===== config.mk =====
export PLATFORM = sky130hd
export DESIGN_NAME = phy_link_qual
export DESIGN_NICKNAME = d
export VERILOG_FILES = /design/src/rtl/plq_pkg.sv /design/src/rtl/plq_persist_cnt.sv /design/src/rtl/plq_idle_window.sv /design/src/rtl/phy_link_qual.sv
export SDC_FILE = /design/constraint.sdc
export NUM_CORES = 1
export LEC_CHECK = 0
export ABC_CLOCK_PERIOD_IN_PS = 6160
export BUFFER_PORTS_ARGS = -buffer_cell sky130_fd_sc_hd__buf_2
export CORE_MARGIN = 5
export CORE_UTILIZATION = 30
export CTS_CLUSTER_DIAMETER = 120
export CTS_CLUSTER_SIZE = 30
export DETAILED_ROUTE_END_ITERATION = 8
export PLACE_DENSITY = 0.49
export SLEW_MARGIN = 10
export SYNTH_ARGS = -nofsm -noshare
export SYNTH_HDL_FRONTEND = slang
export SYNTH_HIERARCHICAL = 1
export SYNTH_SLANG_ARGS = --single-unit

===== constraint.sdc =====
create_clock -name clk -period 6.16 [get_ports clk]
set_clock_uncertainty 0.1 [all_clocks]
set_input_delay 1.232 -clock clk [delete_from_list [all_inputs] [get_ports clk]]
set_output_delay 1.232 -clock clk [all_outputs]
set_load 0.03 [all_outputs]

===== src/rtl/plq_pkg.sv =====
package plq_pkg;
  typedef enum logic [2:0] {
    LINK_DOWN,
    QUAL_100,
    QUAL_10_WAIT_IDLE,
    LINK_UP_100,
    LINK_UP_10
  } plq_state_e;
endpackage


===== src/rtl/plq_persist_cnt.sv =====
// Counts consecutive cycles with en_i high; done_o marks the N-th one.
module plq_persist_cnt #(
  parameter int N = 16
) (
  input  logic clk,
  input  logic rst,
  input  logic en_i,
  output logic done_o
);
  localparam int W = $clog2(N + 1);
  localparam logic [W-1:0] LAST = W'(N - 1);

  logic [W-1:0] cnt;

  always_ff @(posedge clk) begin
    if (rst || !en_i) cnt <= '0;
    else if (cnt != LAST) cnt <= cnt + 1'b1;
  end

  assign done_o = en_i && (cnt == LAST);

  // a fresh run always starts counting from zero
  assert_run_restarts_R3: assert property (@(posedge clk) disable iff (rst)
    (en_i && !$past(en_i)) |-> (cnt == '0));
endmodule


===== src/rtl/plq_idle_window.sv =====
// Per-window check that a run of MIN_RUN consecutive idle symbols occurred.
module plq_idle_window #(
  parameter int WIN_CYCLES = 64,
  parameter int MIN_RUN    = 16
) (
  input  logic clk,
  input  logic rst,
  input  logic en_i,
  input  logic idle_i,
  output logic fail_o
);
  localparam int WW = $clog2(WIN_CYCLES + 1);
  localparam int RW = $clog2(MIN_RUN + 1);
  localparam logic [WW-1:0] WIN_LAST = WW'(WIN_CYCLES - 1);
  localparam logic [RW-1:0] RUN_LAST = RW'(MIN_RUN - 1);

  logic [WW-1:0] win_cnt;
  logic [RW-1:0] run;
  logic          met;
  logic          win_end;
  logic          hit;

  assign win_end = en_i && (win_cnt == WIN_LAST);
  assign hit     = idle_i && (run >= RUN_LAST);

  always_ff @(posedge clk) begin
    if (rst || !en_i) begin
      win_cnt <= '0;
      run     <= '0;
      met     <= 1'b0;
    end else if (win_end) begin
      win_cnt <= '0;
      run     <= '0;
      met     <= 1'b0;
    end else begin
      win_cnt <= win_cnt + 1'b1;
      if (!idle_i)             run <= '0;
      else if (run != RUN_LAST) run <= run + 1'b1;
      met <= met | hit;
    end
  end

  assign fail_o = win_end && !(met || hit);

  // a run never survives into the next window
  assert_run_reset_at_edge_R4: assert property (@(posedge clk) disable iff (rst)
    $past(win_end) |-> (run == '0 && !met));
endmodule


===== src/rtl/phy_link_qual.sv =====
module phy_link_qual #(
  parameter int LOCK_CYCLES  = 1000,
  parameter int WIN_CYCLES   = 64,
  parameter int MIN_IDLE_RUN = 16,
  parameter int NLP_PERSIST  = 16
) (
  input  logic clk,
  input  logic rst,
  input  logic lock_i,
  input  logic idle_sym_i,
  input  logic nlp_i,
  input  logic tx_en_i,
  input  logic rx_dv_i,
  input  logic adv_hd100_i,
  input  logic adv_hd10_i,
  input  logic an_restart_i,
  input  logic status_rd_i,
  output logic link_up_o,
  output logic speed100_o,
  output logic half_duplex_o,
  output logic page_rcvd_o
);
  import plq_pkg::*;

  plq_state_e state, state_nx;
  logic lock_done, nlp_done, win_fail;
  logic up_now, up_nx;

  plq_persist_cnt #(.N(LOCK_CYCLES)) u_lock_timer (
    .clk(clk), .rst(rst),
    .en_i(state == QUAL_100 && lock_i),
    .done_o(lock_done)
  );

  plq_persist_cnt #(.N(NLP_PERSIST)) u_nlp_filter (
    .clk(clk), .rst(rst),
    .en_i(state == LINK_DOWN && nlp_i),
    .done_o(nlp_done)
  );

  plq_idle_window #(.WIN_CYCLES(WIN_CYCLES), .MIN_RUN(MIN_IDLE_RUN)) u_idle_win (
    .clk(clk), .rst(rst),
    .en_i(state == LINK_UP_100),
    .idle_i(idle_sym_i),
    .fail_o(win_fail)
  );

  always_comb begin
    state_nx = state;
    if (an_restart_i) begin
      state_nx = LINK_DOWN;
    end else begin
      unique case (state)
        LINK_DOWN: begin
          if (lock_i && adv_hd100_i)      state_nx = QUAL_100;
          else if (nlp_done && adv_hd10_i) state_nx = QUAL_10_WAIT_IDLE;
        end
        QUAL_100: begin
          if (!lock_i)        state_nx = LINK_DOWN;
          else if (lock_done) state_nx = LINK_UP_100;
        end
        QUAL_10_WAIT_IDLE: begin
          if (!tx_en_i && !rx_dv_i) state_nx = LINK_UP_10;
        end
        LINK_UP_100: begin
          if (win_fail) state_nx = LINK_DOWN;
        end
        LINK_UP_10: state_nx = LINK_UP_10;
        default:    state_nx = LINK_DOWN;
      endcase
    end
  end

  assign up_now = (state == LINK_UP_100) || (state == LINK_UP_10);
  assign up_nx  = (state_nx == LINK_UP_100) || (state_nx == LINK_UP_10);

  always_ff @(posedge clk) begin
    if (rst) begin
      state         <= LINK_DOWN;
      link_up_o     <= 1'b0;
      speed100_o    <= 1'b0;
      half_duplex_o <= 1'b0;
      page_rcvd_o   <= 1'b0;
    end else begin
      state         <= state_nx;
      link_up_o     <= up_nx;
      speed100_o    <= (state_nx == LINK_UP_100);
      half_duplex_o <= up_nx;
      if (an_restart_i)          page_rcvd_o <= 1'b0;
      else if (up_nx && !up_now) page_rcvd_o <= 1'b1;
      else if (status_rd_i)      page_rcvd_o <= 1'b0;
    end
  end

  // a 100 Mbps link appears only while lock is held
  assert_up100_locked_R2: assert property (@(posedge clk) disable iff (rst)
    $rose(speed100_o) |-> $past(lock_i));

  // a 100 Mbps link drops only through the window check or a restart
  assert_drop_on_window_R4: assert property (@(posedge clk) disable iff (rst)
    ($fell(speed100_o) && !$past(an_restart_i)) |-> $past(win_fail));

  // a 10 Mbps link never comes up inside a frame
  assert_up10_quiet_R5: assert property (@(posedge clk) disable iff (rst)
    ($rose(link_up_o) && !speed100_o) |-> $past(!tx_en_i && !rx_dv_i));

  // the sticky bit holds until read or restart
  assert_sticky_hold_R8: assert property (@(posedge clk) disable iff (rst)
    ($past(page_rcvd_o) && !$past(status_rd_i) && !$past(an_restart_i)) |-> page_rcvd_o);

  // at least one down cycle after a drop
  assert_down_gap_R9: assert property (@(posedge clk) disable iff (rst)
    $fell(link_up_o) |=> !link_up_o);

  // restart clears link and status
  assert_restart_clears_R10: assert property (@(posedge clk) disable iff (rst)
    $past(an_restart_i) |-> (!link_up_o && !page_rcvd_o));
endmodule


==> metrics.txt <==
Slew Limit Fails 0; Max IR drop VDD 98.1 uV; WHS Endpoint u_idle_win/win_cnt[6]$_SDFF_PP0_; CP required 6240 ps; fin worst setup slack 3660 ps; share of cells above drive strength 1 0.175; Die Y 85.4 um; Area after DPL 1790 sq um; total via count in the routed design 1,291; setup TNS 0 ps; MaxCap Viol Count 0; first-pass GRT wire length 5770 um; syn_area_per_cell 9.12 sq um; largest net degree at the start of global routing 11; # DRC 0; Core Footprint 5510 sq um; post-cts sizing count 0; synth unique cells 54; ys async rst share 0; worst r2r src u_idle_win/run[0]$_SDFFE_PP0P_; Horiz. Die Dim 85.4 um; gr ovfl total 0; port buffer count 14; final worst path period share 0.406; Hold Crit Depth 1; CTS max path bufs 2; slowest CP cell a311oi_2; Multi-input gate area 926 sq um; minimum setup slack among reg-to-reg paths 3680 ps; routed len/inst 11.8 um; Rows 27; Synth Register Bits 34; pwr dens 231 nW/um^2; worst-path cell chain buf_2 -> and3_1 -> a311oi_2 -> and3_1 -> nand2_1 -> nand4_1 -> o211ai_1 -> a41o_1; CTS HTree Levels 2; Fin. Hold Viols 0; CP peak stage delay 280 ps; Initial Utilization 0.310; TritonRoute pass-1 iters 4; fmax 400 MHz; DP Wirelength 2390 um; Ports 15; post-synthesis cell count 187; synthesized area 1710 sq um; post-synth top area share 0.399; Total Wirelength 3200 um; largest fanout on the critical path 3; Total GRT Usage 0.0990; clk_lat worst skew 280 ps; yosys warns 6; synthesized net count 204; Post-CTS Setup Inserts 0; Worst Hold Launch u_idle_win/win_cnt[6]$_SDFF_PP0_; RSZ-0062 raised after global routing false; top post-synthesis cells by area dfxtp_1 40%, nor2_1 5.7%, ha_1 4.4%; cell mode on critical path and3_1; initial drt markers 64; Final ANT Viol Nets 0; placed insts 265; actual slew at the worst max-slew pin 401 ps; gp weighted congestion 0.716; WHS 341 ps; Pwr Total 0.439 mW; Critical Path AT 2580 ps; Finished Cell Area 1910 sq um; Register-to-Register Path Depth 10; CTS tree done; part of the Yosys area used for sequential elements 0.399; Layout Utilization 0.346; clock transition at the registers of the reported paths 70 ps; Post-CTS Hold Buffers 0; outcome finished clean; Setup crit start kind input port; antenna violations before repair 0; Setup CP Type input port to flop; die area 7290 sq um; pre-CTS worst setup slack 3370 ps; Hold WC Path Type flop to flop; # nets final 217; TritonCTS Buffers 5; ant diodes 0; Max-slew headroom 0.733; final setup vio count 0; Static Leak 0.741 nW; Via density 4.75; crit path time final 2500 ps; reg-to-reg endpoint half_duplex_o$_SDFF_PP0_; Synth area leader dfxtp_1; CTS root buf clkbuf_8; sequential cell area 681 sq um; critical path endpoint category flop; vias in the first global route 1,245; clock sink count 34; number of flops mapped to enable cells by yosys 0; Syn-to-layout area delta 11.7%; Synth Flop Type dfxtp_1; Fillers 574; Layout Cells excl Fill 272
[cell families after synthesis]
kind of cell,Yosys count,share of synthesized area
and+or+nand+nor,88,0.307
DFF,34,0.399
AOI/OAI and AO/OA,32,0.129
buffers and inverters,15,0.0580
xor gates and xnor gates,10,0.0514
adders and majority gates,6,0.0440
muxes,2,0.0117
[worst max path at each step]
stage	start	endpoint	slack, ps	depth (start not counted)
2_1_floorplan	idle_sym_i	half_duplex_o$_SDFF_PP0_	3620	7
5_1_grt	u_idle_win/run[0]$_SDFFE_PP0P_	half_duplex_o$_SDFF_PP0_	3490	10
3_5_place_dp	idle_sym_i	half_duplex_o$_SDFF_PP0_	3370	8
4_1_cts	idle_sym_i	half_duplex_o$_SDFF_PP0_	3670	8
3_3_place_gp	idle_sym_i	half_duplex_o$_SDFF_PP0_	3370	8
6_report	idle_sym_i	half_duplex_o$_SDFF_PP0_	3660	8
[flip-flops by register name, summed over array words and instances, names as in the netlist]
register	flops
u_lock_timer/cnt	10
u_idle_win/run	5
speed100_o	1
half_duplex_o	1
u_idle_win/met	1
page_rcvd_o	1
state	3
u_idle_win/win_cnt	7
u_nlp_filter/cnt	5
[power by group]
group | internal (mW) | switching, mW | total [mW]
Combinational | 0.00506 | 0.00610 | 0.0112
Clock | 0.129 | 0.0766 | 0.206
Sequential | 0.221 | 0.00153 | 0.222
[worst max-delay path, delay by kind of cell]
family          cells  cell delay, ps
compound gates      3             640
simple gates        4             590
buf+inv             1             120
[final cells by class]
cell class	count	share of cell area
Tap cell	72	0.0473
Timing Repair Buffer	14	0.0368
Sequential cell	34	0.357
Multi-Input combinational cell	138	0.486
Clock inverter	1	0.0158
Inverter	7	0.0138
Clock buffer	6	0.0433
[Yosys cell counts, drive strengths merged, types with 5 or more instances]
cell / n
nand3: 7
dfxtp: 34
nor2: 26
buf: 8
nand4: 7
and3: 6
xor2: 7
or3: 5
ha: 6
o21ai: 6
inv: 7
a21oi: 12
nand2: 9
[metal layers]
metal	part of all wire	global-route usage
met4	0.018	0.0475
met3	0.032	0.0291
met1	0.52	0.131
met5	0	0
met2	0.43	0.146
[cells in the final DEF (no fill, tap or decap), types with 5 or more instances in the layout]
master	instances
a21oi_1	12
and3_1	5
buf_2	14
clkbuf_8	6
dfxtp_1	34
ha_1	6
inv_1	7
nand2_1	9
nand3_1	7
nand4_1	6
nor2_1	26
o21ai_0	5
xor2_1	7
Note: power is estimated with default switching activity, not from simulation.
